**src/rtl/vmchk_overlap.sv**
```systemverilog
module vmchk_overlap #(
    parameter int NUM_SEGS = 8,
    parameter int REG_W    = 5,
    parameter int SPAN_W   = 4
) (
    input  logic                         en,
    input  logic [$clog2(NUM_SEGS):0]    nf,
    input  logic [REG_W-1:0]             vd,
    input  logic [SPAN_W-1:0]            data_span,
    input  logic [REG_W-1:0]             vidx,
    input  logic [SPAN_W-1:0]            idx_span,
    input  logic                         idx_wider,
    input  logic                         idx_equal,
    output logic                         bad
);
    localparam int OVL_W = REG_W + SPAN_W + 1;
    localparam int NF_W  = $clog2(NUM_SEGS) + 1;

    logic                  single;
    logic [OVL_W-1:0]      i_lo;
    logic [OVL_W-1:0]      i_hi;
    logic [NUM_SEGS-1:0]   seg_bad;

    assign single = (nf == NF_W'(1));
    assign i_lo   = OVL_W'(vidx);
    assign i_hi   = OVL_W'(vidx) + OVL_W'(idx_span);

    for (genvar s = 0; s < NUM_SEGS; s++) begin : g_seg
        logic [OVL_W-1:0] lo;
        logic [OVL_W-1:0] hi;
        logic             hit;
        logic             exempt;
        assign lo      = OVL_W'(vd) + OVL_W'(s) * OVL_W'(data_span);
        assign hi      = lo + OVL_W'(data_span);
        assign hit     = (lo < i_hi) && (i_lo < hi);
        assign exempt  = single && (idx_wider ? (lo == i_lo) : idx_equal);
        assign seg_bad[s] = (OVL_W'(s) < OVL_W'(nf)) && hit && !exempt;
    end

    assign bad = en && (|seg_bad);
endmodule

```
**config.mk**
```make
export PLATFORM = sky130hd
export DESIGN_NAME = vmchk_overlap
export DESIGN_NICKNAME = d
export VERILOG_FILES = /design/src/rtl/vmchk_overlap.sv
export SDC_FILE = /design/constraint.sdc
export NUM_CORES = 1
export LEC_CHECK = 0
export BUFFER_PORTS_ARGS = -buffer_cell sky130_fd_sc_hd__clkbuf_2
export CORE_MARGIN = 2
export CORE_UTILIZATION = 40
export DETAILED_ROUTE_END_ITERATION = 7
export PLACE_DENSITY = 0.55
export RECOVER_POWER = 25
export SLEW_MARGIN = 40
export SYNTH_ARGS = -nofsm -noshare
export SYNTH_HDL_FRONTEND = slang
export SYNTH_SLANG_ARGS = --single-unit
```
**constraint.sdc**
```tcl
create_clock -name vclk -period 3.7
set_input_delay 0 -clock vclk [all_inputs]
set_output_delay 0 -clock vclk [all_outputs]
set_load 0.1 [all_outputs]
```
# == Word level (Yosys, flattened, before mapping) ==
# Cells that the tools add are included.
# word_totals
ff_bits,0
in_bits,25
output_inout_bits,1
# classes
n_addsub,15
mul,4
order_cmp,24
eq_ne,9
n_mux,8
reduce_logical,42
# ops
cell,n
$logic_and 1x1->1,33
$add 8x4->9,3
$lt 5x9->1,3
$add 5x7->8,3
$eq 8x5->1,3
$lt 8x6->1,3
$add 7x4->8,2
$lt 3x4->1 const A,4
$lt 5x8->1,2
$add 5x6->7,2
$add 6x4->7,2
$eq 7x5->1,2
$lt 5x7->1,2
$lt 7x6->1,2
$mul 3x4->7 const A,2
$add 5x4->6,2
$eq 6x5->1,2
$lt 6x6->1,2
$mul 2x4->6 const A,2
$lt 5x10->1,1
$logic_not 1->1,8
$lt 1x4->1 const A,2
$lt 2x4->1 const A,2
$mux 1,8
other kinds (5),5

# == Longest topological paths before layout ==
# Gate-level depths: netlist of the first run.
# depth
word_depth,9
depth_mapped,16
mapped_depth_nobuf,16

# == Worst setup path before layout of the first run ==
# OpenSTA, ideal clock, no wires.
# synth_path
path_kind,input port to output port
startpoint,input port data_span[1]
endpoint,output port bad
arrival_time_ns,4.637
required_ns,3.700
path_slack_ns,-0.937
path_stages,16
path_buffers,0
cell_sequence,inv_1 fa_1 fa_1 inv_1 ha_1 xnor2_1 ha_1 inv_1 xnor2_1 ha_1 a21o_1 a21oi_1 o21ai_0 o21ai_0 a22oi_1 a41oi_1
# synth_via
elab_chain_len,9
word_cells_on_any_way,87
# synth_lines
item,line,text
from (decl),9,"input logic [SPAN_W-1:0] data_span,"
$mul 3x4->7 or $mul 2x4->6 (tied branches),33,assign lo = OVL_W'(vd) + OVL_W'(s) * OVL_W'(data_span);
$add 5x7->8 or $add 5x6->7 (tied branches),33,
$add 8x4->9 (tied with other cells),34,assign hi = lo + OVL_W'(data_span);
$lt 5x9->1 (tied with other cells),35,assign hit = (lo < i_hi) && (i_lo < hi);
"$logic_and 1x1->1, on equally long branches","35, 36",
$logic_and 1x1->1 or $logic_not 1->1 (tied branches),37,assign seg_bad[s] = (OVL_W'(s) < OVL_W'(nf)) && hit && !exempt;
$logic_and 1x1->1,37,
$reduce_or 8->1 (*),40,assign bad = en && (|seg_bad);
$logic_and 1x1->1 (*),40,
to (decl),14,output logic bad
# Every way passes the cells marked *; elsewhere a longest branch is shown, timed or not.

# == Worst setup path after layout of the first run ==
# Same ends and word-level chain as after synthesis.

==> results of run 1 <==
per-layer routing:
metal	vias up	routed length (um)	global-route usage
met5	-	0	0
met4	0	296	0.03619
met3	20	456	0.008734
met2	71	6078	0.4142
met1	1874	5998	0.3188
li1	1989	-	-
what timing repair did:
| item | 4_1_cts | 5_1_grt |
|---|---|---|
| pin swaps | 5 | 20 |
| buffers inserted | 0 | 4 |
| resized for setup | 10 | 41 |
| setup endpoints to repair | 1 | 1 |
power groups by stage:
stage                     combinational [W]  clock (W)  sequential, W
after floorplan                     0.00119          0              0
after global placement              0.00172          0              0
after detailed placement            0.00176          0              0
after CTS                           0.00181          0              0
after global routing                0.00223          0              0
final                               0.00197          0              0
how the worst max path moves through the flow:
stage / to / cells after the start
floorplan: bad / 16
global placement: bad / 16
detailed placement: bad / 16
CTS: bad / 17
global route: bad / 17
finish: bad / 16
logic make-up (layout without fill, tap and decap cells):
family,count (synthesis),after routing,synth area share
adders and majority gates,146,146,0.4881
AOI/OAI and AO/OA,157,157,0.2555
and+or+nand+nor,82,82,0.1056
muxes,2,2,0.005232
buffers and inverters,48,147,0.04432
xor gates and xnor gates,47,47,0.1013
cells in the final DEF, fill, tap and decap left out, types with 4 or more instances in the layout:
cell type	netlist	layout
sky130_fd_sc_hd__a211oi_1	9	7
sky130_fd_sc_hd__a21o_1	33	33
sky130_fd_sc_hd__a21oi_1	45	36
sky130_fd_sc_hd__a21oi_2	1	10
sky130_fd_sc_hd__buf_4	0	71
sky130_fd_sc_hd__clkbuf_2	0	22
sky130_fd_sc_hd__fa_1	21	18
sky130_fd_sc_hd__ha_1	125	118
sky130_fd_sc_hd__ha_4	0	6
sky130_fd_sc_hd__inv_1	48	46
sky130_fd_sc_hd__nand2_1	14	14
sky130_fd_sc_hd__nand2b_1	4	4
sky130_fd_sc_hd__nand3_1	9	9
sky130_fd_sc_hd__nor2_1	24	23
sky130_fd_sc_hd__nor2b_1	6	6
sky130_fd_sc_hd__nor3_1	5	5
sky130_fd_sc_hd__o211ai_1	4	4
sky130_fd_sc_hd__o21ai_0	24	21
sky130_fd_sc_hd__o21ai_1	1	4
sky130_fd_sc_hd__xnor2_1	27	23
sky130_fd_sc_hd__xnor2_2	0	4
sky130_fd_sc_hd__xor2_1	20	19
layout make-up:
class / count / area (sq um)
Fill cell: 981 / 4638
Timing Repair Buffer: 99 / 715.7
Multi-Input combinational cell: 434 / 4119
Inverter: 48 / 180.2
Tap cell: 133 / 166.4
per-stage QoR:
step / setup slack (ns) / total power, W / instances
floorplan: 0.01336 / 0.001194 / 482
global placement: -0.1646 / 0.001719 / 710
detailed placement: -0.1722 / 0.001761 / 710
CTS: -0.07240 / 0.001812 / 710
global route: -0.1991 / 0.002226 / 714
finish: -0.09130 / 0.001969 / 714
==> tab_implementation.tex, run 1 <==
\begin{tabular}{lr}
\hline
Metric & Value \\
\hline
\multicolumn{2}{l}{\textbf{STA}} \\
Final number of max-transition violations & 0 \\
Unrepaired setup endpoints after global routing & yes \\
Final total negative setup slack & -0.09130 ns \\
Slew @ Worst Pin & 0.7265 ns \\
Hold Slack & 0.3623 ns \\
Final Hold Viols & 0 \\
Period utilisation layout & 1.025 \\
Setup ws final & -0.09130 ns \\
Number of setup violations in the final report & 1 \\
Final Critical Period & 3.791 ns \\
Max-slew headroom at the worst pin & 0.5032 \\
Top achievable clock speed & 263.8 MHz \\
\multicolumn{2}{l}{\textbf{Worst setup path}} \\
Arrival time at the worst endpoint & 3.79 ns \\
Total buffers and inverters traversed by the critical path & 4 \\
Critical path launch point & data\_span[1] \\
Cell-by-cell trace of the critical path & buf\_12 -> buf\_6 -> fa\_2 -> ha\_4 -> fa\_2 -> ha\_4 -> buf\_6 -> xor2\_1 -> ha\_1 -> a21o\_1 -> o211ai\_1 -> a211oi\_2 -> a311oi\_2 -> a22oi\_2 -> a41oi\_4 -> buf\_12 \\
Master of the slowest instance on the critical path & sky130\_fd\_sc\_hd\_\_fa\_2 \\
Type of destination of the critical path & output pin \\
Required time at the worst-slack endpoint & 3.70 ns \\
Slowest stage delay, CP & 0.62 ns \\
Family with the most delay on the worst path & adder cells \\
Nature of the critical path startpoint & input port \\
Classification of the worst setup path & in -> out \\
Highest net fanout along the worst path & 6 \\
\multicolumn{2}{l}{\textbf{Synth}} \\
Most used standard cell by instance count after synthesis & sky130\_fd\_sc\_hd\_\_ha\_1 \\
Top cell types by occurrence after synthesis & sky130\_fd\_sc\_hd\_\_ha\_1 (125), sky130\_fd\_sc\_hd\_\_inv\_1 (48), sky130\_fd\_sc\_hd\_\_a21oi\_1 (45) \\
Cell count after synthesis & 482 \\
Yosys warning count & 0 \\
Netlist area before placement & 4065 sq um \\
Share of the synthesized area in the top cell type & 0.3847 \\
Leading post-synthesis cells by cell area & sky130\_fd\_sc\_hd\_\_ha\_1 (38\%), sky130\_fd\_sc\_hd\_\_fa\_1 (10\%), sky130\_fd\_sc\_hd\_\_a21o\_1 (6.1\%) \\
Area leader, netlist & sky130\_fd\_sc\_hd\_\_ha\_1 \\
Cell variety after synth & 57 \\
Average footprint of a synthesized cell & 8.434 sq um \\
Mapped Nets & 653 \\
Proportion of synthesized chip area in sequential cells & 0 \\
\multicolumn{2}{l}{\textbf{Power and ir drop}} \\
Worst-case vdd ir drop & 0.2599 mV \\
LEAKAGE & 2.671 nW \\
Share of power burned in combinational logic & 1.000 \\
Switching Fraction & 0.5174 \\
Portion of total power attributed to sequential cells & 0 \\
Internal power & 0.0009503 W \\
Fraction of power consumed by the clock network & 0 \\
Net switching power figure & 0.001019 W \\
Areal power density over the cells & 380.0 nW/um\^{}2 \\
\multicolumn{2}{l}{\textbf{Placed design}} \\
Number of buffers added on ports & 26 \\
HPWL Detailed & 10720 um \\
Placed cell area & 4913 sq um \\
Gpl congestion & 0.8830 \\
\multicolumn{2}{l}{\textbf{Global route}} \\
First-pass GRT wire length & 20690 um \\
Initial antenna violation count & 0 \\
Total gr overflow & 0 \\
Pin count of the biggest net entering global routing & 12 \\
Number of global-route vias before repair & 4087 \\
Total routing usage reported by global routing & 0.2332 \\
\multicolumn{2}{l}{\textbf{Finish}} \\
Final Net Count & 754 \\
Util after Layout & 0.5277 \\
Flip-flop and latch count & 0 \\
Share of final-layout standard cells stronger than drive strength 1 & 0.2461 \\
Clock Buffer Count & 0 \\
P\&R area growth vs syn & 27.45\% \\
N\_diodes & 0 \\
Sequential cell area & 0 sq um \\
Post-route cell area & 5181 sq um \\
\multicolumn{2}{l}{\textbf{Run}} \\
Count of max-cap constraint violations & 0 \\
\multicolumn{2}{l}{\textbf{Hold path}} \\
Path category of the worst min-delay check & in -> out \\
Worst-case hold path end point & bad \\
Hold-critical path depth & 4 \\
Launch point of the worst hold path & en \\
\multicolumn{2}{l}{\textbf{Drt}} \\
Total via count in the routed design & 3954 \\
Count of antenna-violating nets left after detailed routing & 0 \\
DRT Wirelength & 12830 um \\
DR WL/cell & 17.97 um \\
DRC violation count after routing & 0 \\
Detailed-routing iteration count for the pre-antenna-repair pass & 4 \\
First DRT Iteration DRCs & 116 \\
Drt via density & 5.538 \\
\multicolumn{2}{l}{\textbf{Floorplan}} \\
Initial cell density of the core & 0.4140 \\
Placement row count & 36 \\
Core footprint & 9819 sq um \\
Chip height & 104.8 um \\
Die X-Extent & 104.8 um \\
Count of pins on the block boundary & 26 \\
Die Outline Area & 10990 sq um \\
\multicolumn{2}{l}{\textbf{Outcome}} \\
Outcome & finished, violations left \\
Violations in the final reports & negative setup slack \\
\multicolumn{2}{l}{\textbf{Clock tree}} \\
Cts-stage hold buffer count & 0 \\
\hline
\end{tabular}
(Power assumes the default switching activity.)
==> inputs of run 2 (changes only) <==
--- a/config.mk
+++ b/config.mk
@@ -5,6 +5,7 @@
 export SDC_FILE = /design/constraint.sdc
 export NUM_CORES = 1
 export LEC_CHECK = 0
+export ABC_AREA = 1
 export BUFFER_PORTS_ARGS = -buffer_cell sky130_fd_sc_hd__clkbuf_2
 export CORE_MARGIN = 2
 export CORE_UTILIZATION = 40
==> constraint.sdc (replaced) <==
create_clock -name vclk -period 4.67
set_input_delay 0 -clock vclk [all_inputs]
set_output_delay 0 -clock vclk [all_outputs]
set_load 0.1 [all_outputs]
==> run 2 against run 1 <==
Routed wire length increased by 1.6%. Highest routed layer unchanged. Combinational power decreased by 32%. Sequential share of layout area unchanged. Hold slack got worse by 0.025 ns. Global-route usage decreased by 0.97 points. Via count increased by 7.9%. Synthesized area increased by 8.4%. Die area increased by 8.1%. The flow now finishes without violations. Synthesized cell count increased by 35%. Power decreased by 32%. Cell count increased by 16%. Core utilization decreased by 8.3 points.
==> tab_implementation.tex, run 2 <==
\begin{tabular}{lr}
\hline
Metric & Value \\
\hline
\multicolumn{2}{l}{\textbf{Finish}} \\
Commonest non-fill, non-tap cell in the layout & sky130\_fd\_sc\_hd\_\_nand2\_1 (was sky130\_fd\_sc\_hd\_\_ha\_1) \\
Most frequent cells in the layout & sky130\_fd\_sc\_hd\_\_nand2\_1 (186), sky130\_fd\_sc\_hd\_\_ha\_1 (125), sky130\_fd\_sc\_hd\_\_inv\_1 (93) (was sky130\_fd\_sc\_hd\_\_ha\_1 (118), sky130\_fd\_sc\_hd\_\_buf\_4 (71), sky130\_fd\_sc\_hd\_\_inv\_1 (46)) \\
Share of final-layout standard cells stronger than drive strength 1 & 0.07994 (was 0.2461) \\
Util after Layout & 0.4451 (was 0.5277) \\
P\&R area growth vs syn & 8.970\% (was 27.45\%) \\
Clock Buffer Count & 0 (unchanged) \\
N\_diodes & 0 (unchanged) \\
Final Net Count & 861 (was 754) \\
Sequential cell area & 0 sq um (unchanged) \\
Flip-flop and latch count & 0 (unchanged) \\
Post-route cell area & 4803 sq um (was 5181 sq um) \\
\multicolumn{2}{l}{\textbf{Worst setup path}} \\
Nature of the critical path startpoint & input port (unchanged) \\
Type of destination of the critical path & output pin (unchanged) \\
Arrival time at the worst endpoint & 4.28 ns (was 3.79 ns) \\
Timing endpoint of the critical path & bad (unchanged) \\
Required time at the worst-slack endpoint & 4.67 ns (was 3.70 ns) \\
Classification of the worst setup path & in -> out (unchanged) \\
Highest net fanout along the worst path & 13 (was 6) \\
Critical path launch point & data\_span[1] (unchanged) \\
\multicolumn{2}{l}{\textbf{Drt}} \\
Count of antenna-violating nets left after detailed routing & 0 (unchanged) \\
Total via count in the routed design & 4265 (was 3954) \\
Drt via density & 5.151 (was 5.538) \\
DR WL/cell & 15.74 um (was 17.97 um) \\
Detailed-routing iteration count for the pre-antenna-repair pass & 4 (unchanged) \\
DRC violation count after routing & 0 (unchanged) \\
First DRT Iteration DRCs & 232 (was 116) \\
DRT Wirelength & 13030 um (was 12830 um) \\
\multicolumn{2}{l}{\textbf{STA}} \\
Final Hold Viols & 0 (unchanged) \\
Number of setup violations in the final report & 0 (was 1) \\
Final total negative setup slack & 0 ns (was -0.09130 ns) \\
Period utilisation layout & 0.9159 \\
Top achievable clock speed & 233.8 MHz \\
Final number of max-transition violations & 0 (unchanged) \\
Slew @ Worst Pin & 0.4750 ns (was 0.7265 ns) \\
Max-slew headroom at the worst pin & 0.6833 (was 0.5032) \\
Final Critical Period & 4.277 ns \\
Unrepaired setup endpoints after global routing & no (was yes) \\
\multicolumn{2}{l}{\textbf{Outcome}} \\
Outcome & finished clean (was finished, violations left) \\
\multicolumn{2}{l}{\textbf{Hold path}} \\
Path category of the worst min-delay check & in -> out (unchanged) \\
Launch point of the worst hold path & en (unchanged) \\
\multicolumn{2}{l}{\textbf{Power and ir drop}} \\
Worst-case vdd ir drop & 0.1675 mV (was 0.2599 mV) \\
Total power after layout & 0.001334 W (was 0.001969 W) \\
Areal power density over the cells & 277.8 nW/um\^{}2 (was 380.0 nW/um\^{}2) \\
LEAKAGE & 2.743 nW (was 2.671 nW) \\
\multicolumn{2}{l}{\textbf{Global route}} \\
Pin count of the biggest net entering global routing & 15 (was 12) \\
Global Route met2 Usage & 0.3993 (was 0.4142) \\
Most crowded layer after global routing & met2 (unchanged) \\
Number of global-route vias before repair & 3906 (was 4087) \\
Initial antenna violation count & 0 (unchanged) \\
GR Layer Usage met1 & 0.3026 (was 0.3188) \\
Total gr overflow & 0 (unchanged) \\
First-pass GRT wire length & 20330 um (was 20690 um) \\
Met3 layer usage reported by global route & 0.008966 (was 0.008734) \\
Total routing usage reported by global routing & 0.2235 (was 0.2332) \\
\multicolumn{2}{l}{\textbf{Synth}} \\
Proportion of synthesized chip area in sequential cells & 0 (unchanged) \\
Most used standard cell by instance count after synthesis & sky130\_fd\_sc\_hd\_\_nand2\_1 (was sky130\_fd\_sc\_hd\_\_ha\_1) \\
Average footprint of a synthesized cell & 6.761 sq um (was 8.434 sq um) \\
Synthesized-area fraction occupied by ao, oa, aoi and oai cells & 0.09537 (was 0.2555) \\
Share of the synthesized area in the top cell type & 0.3548 (was 0.3847) \\
Basic-gate share of the synthesized area counting and, or, nand and nor cells & 0.2884 (was 0.1056) \\
Top cell types by occurrence after synthesis & sky130\_fd\_sc\_hd\_\_nand2\_1 (186), sky130\_fd\_sc\_hd\_\_ha\_1 (125), sky130\_fd\_sc\_hd\_\_inv\_1 (93) (was sky130\_fd\_sc\_hd\_\_ha\_1 (125), sky130\_fd\_sc\_hd\_\_inv\_1 (48), sky130\_fd\_sc\_hd\_\_a21oi\_1 (45)) \\
Xor/xnor cell area share of the yosys netlist & 0.08260 (was 0.1013) \\
Area leader, netlist & sky130\_fd\_sc\_hd\_\_ha\_1 (unchanged) \\
Cell count after synthesis & 652 (was 482) \\
Fraction of the mapped netlist area in adder cells & 0.4502 (was 0.4882) \\
Cell variety after synth & 33 (was 57) \\
Yosys warning count & 0 (unchanged) \\
Mapped Nets & 823 (was 653) \\
Netlist area before placement & 4408 sq um (was 4065 sq um) \\
Dominant combinational cell family by area after synthesis & adder cells (unchanged) \\
Leading post-synthesis cells by cell area & sky130\_fd\_sc\_hd\_\_ha\_1 (35\%), sky130\_fd\_sc\_hd\_\_nand2\_1 (16\%), sky130\_fd\_sc\_hd\_\_fa\_1 (9.5\%) (was sky130\_fd\_sc\_hd\_\_ha\_1 (38\%), sky130\_fd\_sc\_hd\_\_fa\_1 (10\%), sky130\_fd\_sc\_hd\_\_a21o\_1 (6.1\%)) \\
Multiplexer area fraction after synthesis & 0 (was 0.005232) \\
\multicolumn{2}{l}{\textbf{Clock tree}} \\
Post-CTS setup buffers & 0 (unchanged) \\
Number of gates resized after cts & 0 (was 10) \\
Cts-stage hold buffer count & 0 (unchanged) \\
\multicolumn{2}{l}{\textbf{Run}} \\
Count of max-cap constraint violations & 0 (unchanged) \\
\multicolumn{2}{l}{\textbf{Placed design}} \\
Gpl congestion & 0.9477 (was 0.8830) \\
HPWL Detailed & 10980 um (was 10720 um) \\
Placed cell area & 4803 sq um (was 4913 sq um) \\
Number of buffers added on ports & 26 (unchanged) \\
\multicolumn{2}{l}{\textbf{Floorplan}} \\
Initial cell density of the core & 0.4084 (was 0.4140) \\
Count of pins on the block boundary & 26 (unchanged) \\
Chip height & 109.0 um (was 104.8 um) \\
Placement row count & 38 (was 36) \\
Die Outline Area & 11880 sq um (was 10990 sq um) \\
Core footprint & 10790 sq um (was 9819 sq um) \\
Die X-Extent & 109.0 um (was 104.8 um) \\
\hline
\end{tabular}
## run 2: changes by cell type after synthesis, sizes merged, moves of 6 or more
cell / previous run / this run
o21ai: 25 / 9
inv: 48 / 97
nand3: 9 / 62
nand3b: 0 / 7
a211oi: 9 / 1
nand2: 14 / 187
nor2b: 6 / 0
a21o: 34 / 5
xnor2: 27 / 20
## run 2: per-stage QoR
stage	hold slack, ns	setup slack (ns)	cells
finish	0.3373	0.3928	828
global route	0.3525	0.08920	828
CTS	0.3389	0.4239	828
detailed placement	0.3380	0.4398	828
global placement	0.3347	0.5666	828
floorplan	0.2255	0.5912	652
## run 2: critical path: stages
cell and delay [ns]:
sky130_fd_sc_hd__clkbuf_2 0.20, sky130_fd_sc_hd__clkbuf_4 0.32, sky130_fd_sc_hd__fa_1 0.48, sky130_fd_sc_hd__xor2_1 0.16, sky130_fd_sc_hd__ha_1 0.31, sky130_fd_sc_hd__inv_1 0.05, sky130_fd_sc_hd__fa_1 0.39, sky130_fd_sc_hd__xnor2_1 0.22
sky130_fd_sc_hd__ha_1 0.31, sky130_fd_sc_hd__nand2_1 0.08, sky130_fd_sc_hd__nand2_1 0.05, sky130_fd_sc_hd__nor2_1 0.17, sky130_fd_sc_hd__xnor2_1 0.14, sky130_fd_sc_hd__ha_1 0.26, sky130_fd_sc_hd__a21oi_1 0.14, sky130_fd_sc_hd__a21boi_0 0.19
sky130_fd_sc_hd__nand2_1 0.08, sky130_fd_sc_hd__nand3_1 0.08, sky130_fd_sc_hd__nand3_1 0.08, sky130_fd_sc_hd__nand2_1 0.11, sky130_fd_sc_hd__nor2_1 0.06, sky130_fd_sc_hd__a21oi_2 0.18, sky130_fd_sc_hd__buf_12 0.19
## run 2: layer usage
layer,up-vias,routed length (um),share of wire
met5,-,0,0
met4,0,299,0.023
met3,14,582,0.045
met2,91,6078,0.47
met1,1937,6072,0.47
li1,2223,-,-
## run 2: logic make-up after synthesis
group | after synthesis
and+or+nand+nor | 297
xor gates and xnor gates | 39
AOI/OAI and AO/OA | 72
buffers and inverters | 98
adders and majority gates | 146
## run 2: how the worst min path moves through the flow
stage,end,slack [ns],cells after the start
after global placement,bad,0.33,4
final,bad,0.34,4
after global routing,bad,0.35,4
after CTS,bad,0.34,4
after detailed placement,bad,0.34,4
after floorplan,bad,0.23,2
## run 2: layout make-up
cell class         count  area [sq um]
fillers             1103          5989
inverters             98         367.9
multi-input cells    554          4040
well taps            140         175.2
repair buffers        36         220.2
## run 2: where the power goes
part           internal, W  switching, W
combinational     0.000548      0.000786
sequential               0             0
clock                    0             0
==> inputs of run 3 (changes only) <==
--- a/config.mk
+++ b/config.mk
@@ -5,7 +5,6 @@
 export SDC_FILE = /design/constraint.sdc
 export NUM_CORES = 1
 export LEC_CHECK = 0
-export ABC_AREA = 1
 export BUFFER_PORTS_ARGS = -buffer_cell sky130_fd_sc_hd__clkbuf_2
 export CORE_MARGIN = 2
 export CORE_UTILIZATION = 40
==> constraint.sdc (replaced) <==
create_clock -name vclk -period 5.3
set_input_delay 0 -clock vclk [all_inputs]
set_output_delay 0 -clock vclk [all_outputs]
set_load 0.1 [all_outputs]
==> run 3 against run 2 <==
Setup slack better by 0.31 ns. Cell area down 7.8%. Via count down 14%. Cell count down 21%. Critical path type unchanged. Hold slack better by 0.24 ns. Clock-buffer cell count unchanged. Die area down 7.5%. Power down 18%.
==> tab_implementation.tex, run 3 (synthesis results as in run 1) <==
\begin{tabular}{lr}
\hline
Metric & Value \\
\hline
\multicolumn{2}{l}{\textbf{Worst setup path}} \\
Highest net fanout along the worst path & 11 (was 13) \\
Type of destination of the critical path & output pin (unchanged) \\
Required time at the worst-slack endpoint & 5.30 ns (was 4.67 ns) \\
Classification of the worst setup path & in -> out (unchanged) \\
Arrival time at the worst endpoint & 4.59 ns (was 4.28 ns) \\
Nature of the critical path startpoint & input port (unchanged) \\
\multicolumn{2}{l}{\textbf{Power and ir drop}} \\
LEAKAGE & 2.306 nW (was 2.743 nW) \\
Areal power density over the cells & 247.9 nW/um\^{}2 (was 277.8 nW/um\^{}2) \\
Worst-case vdd ir drop & 0.1468 mV (was 0.1675 mV) \\
\multicolumn{2}{l}{\textbf{Drt}} \\
DRC violation count after routing & 0 (unchanged) \\
DR WL/cell & 18.13 um (was 15.74 um) \\
Count of antenna-violating nets left after detailed routing & 0 (unchanged) \\
Detailed-routing iteration count for the pre-antenna-repair pass & 4 (unchanged) \\
Drt via density & 5.617 (was 5.151) \\
DRT Wirelength & 11790 um (was 13030 um) \\
First DRT Iteration DRCs & 177 (was 232) \\
Total via count in the routed design & 3651 (was 4265) \\
\multicolumn{2}{l}{\textbf{Floorplan}} \\
Die Outline Area & 10990 sq um (was 11880 sq um) \\
Placement row count & 36 (was 38) \\
Core footprint & 9819 sq um (was 10790 sq um) \\
Chip height & 104.8 um (was 109.0 um) \\
Initial cell density of the core & 0.4140 (was 0.4084) \\
Die X-Extent & 104.8 um (was 109.0 um) \\
Count of pins on the block boundary & 26 (unchanged) \\
\multicolumn{2}{l}{\textbf{Run}} \\
Count of max-cap constraint violations & 0 (unchanged) \\
\multicolumn{2}{l}{\textbf{Finish}} \\
Post-route cell area & 4427 sq um (was 4803 sq um) \\
Commonest non-fill, non-tap cell in the layout & sky130\_fd\_sc\_hd\_\_ha\_1 (was sky130\_fd\_sc\_hd\_\_nand2\_1) \\
Clock Buffer Count & 0 (unchanged) \\
P\&R area growth vs syn & 8.895\% (was 8.970\%) \\
Sequential cell area & 0 sq um (unchanged) \\
Share of final-layout standard cells stronger than drive strength 1 & 0.07930 (was 0.07994) \\
Most frequent cells in the layout & sky130\_fd\_sc\_hd\_\_ha\_1 (125), sky130\_fd\_sc\_hd\_\_inv\_1 (48), sky130\_fd\_sc\_hd\_\_a21oi\_1 (45) (was sky130\_fd\_sc\_hd\_\_nand2\_1 (186), sky130\_fd\_sc\_hd\_\_ha\_1 (125), sky130\_fd\_sc\_hd\_\_inv\_1 (93)) \\
N\_diodes & 0 (unchanged) \\
Flip-flop and latch count & 0 (unchanged) \\
Final Net Count & 690 (was 861) \\
\multicolumn{2}{l}{\textbf{Placed design}} \\
HPWL Detailed & 9922 um (was 10980 um) \\
Post-Place Setup Slack & 0.8760 ns (was 0.4398 ns) \\
Placed cell area & 4429 sq um (was 4803 sq um) \\
Gpl congestion & 0.8590 (was 0.9477) \\
Number of buffers added on ports & 26 (unchanged) \\
\multicolumn{2}{l}{\textbf{STA}} \\
Number of setup violations in the final report & 0 (unchanged) \\
Slew @ Worst Pin & 0.5503 ns (was 0.4750 ns) \\
Top achievable clock speed & 217.7 MHz \\
Period utilisation layout & 0.8668 \\
Unrepaired setup endpoints after global routing & no (unchanged) \\
Final total negative setup slack & 0 ns (unchanged) \\
Max-slew headroom at the worst pin & 0.6347 (was 0.6833) \\
Setup ws final & 0.7060 ns (was 0.3928 ns) \\
Final Hold Viols & 0 (unchanged) \\
Final number of max-transition violations & 0 (unchanged) \\
Final Critical Period & 4.594 ns \\
\multicolumn{2}{l}{\textbf{Hold path}} \\
Path category of the worst min-delay check & in -> out (unchanged) \\
\multicolumn{2}{l}{\textbf{Global route}} \\
Total gr overflow & 0 (unchanged) \\
Number of global-route vias before repair & 3659 (was 3906) \\
Initial antenna violation count & 0 (unchanged) \\
Pin count of the biggest net entering global routing & 15 (unchanged) \\
First-pass GRT wire length & 18900 um (was 20330 um) \\
Total routing usage reported by global routing & 0.2130 (was 0.2235) \\
\multicolumn{2}{l}{\textbf{Outcome}} \\
Outcome & finished clean (unchanged) \\
\multicolumn{2}{l}{\textbf{Clock tree}} \\
Post-CTS setup buffers & 0 (unchanged) \\
Cts-stage hold buffer count & 0 (unchanged) \\
Number of gates resized after cts & 0 (unchanged) \\
\hline
\end{tabular}
## run 3: final timing paths
kind | slack, ns | cells after the start | endpoint | startpoint
min | 0.57 | 4 | bad | en
max | 0.71 | 17 | bad | data_span[1]
## run 3: critical path, stage by stage
cell and delay (ns):
sky130_fd_sc_hd__clkbuf_2 0.23, sky130_fd_sc_hd__clkbuf_2 0.39, sky130_fd_sc_hd__ha_1 0.32, sky130_fd_sc_hd__fa_1 0.46
sky130_fd_sc_hd__ha_1 0.36, sky130_fd_sc_hd__nor2b_1 0.15, sky130_fd_sc_hd__o21ai_0 0.18, sky130_fd_sc_hd__nor3b_1 0.36
sky130_fd_sc_hd__nor2_1 0.11, sky130_fd_sc_hd__ha_1 0.34, sky130_fd_sc_hd__a2111o_1 0.41, sky130_fd_sc_hd__a21oi_1 0.15
sky130_fd_sc_hd__o211a_1 0.16, sky130_fd_sc_hd__o31a_1 0.20, sky130_fd_sc_hd__a22oi_2 0.10, sky130_fd_sc_hd__a41oi_1 0.17
sky130_fd_sc_hd__clkbuf_2 0.49
## run 3: layer usage
layer  wire length (um)  part of all wire  global-route usage  vias up
li1                   -                 -                   -     1852
met1               5689              0.48              0.2932     1745
met2               5733              0.49              0.3868       50
met3                290             0.025            0.006238        4
met4                 72            0.0061             0.01238        0
met5                  0                 0                   0        -
## run 3: final cells by class
cell class / instances / area [sq um]
multi-input cells: 434 / 3885
fillers: 1055 / 5393
repair buffers: 35 / 195.2
inverters: 48 / 180.2
well taps: 133 / 166.4
## run 3: power by group
| group | switching [W] | internal (W) | leakage, nW | total (W) |
|---|---|---|---|---|
| sequential | 0 | 0 | 0 | 0 |
| clock | 0 | 0 | 0 | 0 |
| combinational | 0.000616 | 0.000481 | 2.31 | 0.00110 |
## run 3: through the flow
stage,cells,util,hold slack (ns),total power (W)
floorplan,482,-,0.3805,0.0008227
global placement,650,0.4511,0.6018,0.001062
detailed placement,650,0.4511,0.5770,0.001094
CTS,650,0.4511,0.5799,0.001100
global route,650,0.4508,0.6092,0.001250
finish,650,0.4508,0.5746,0.001097
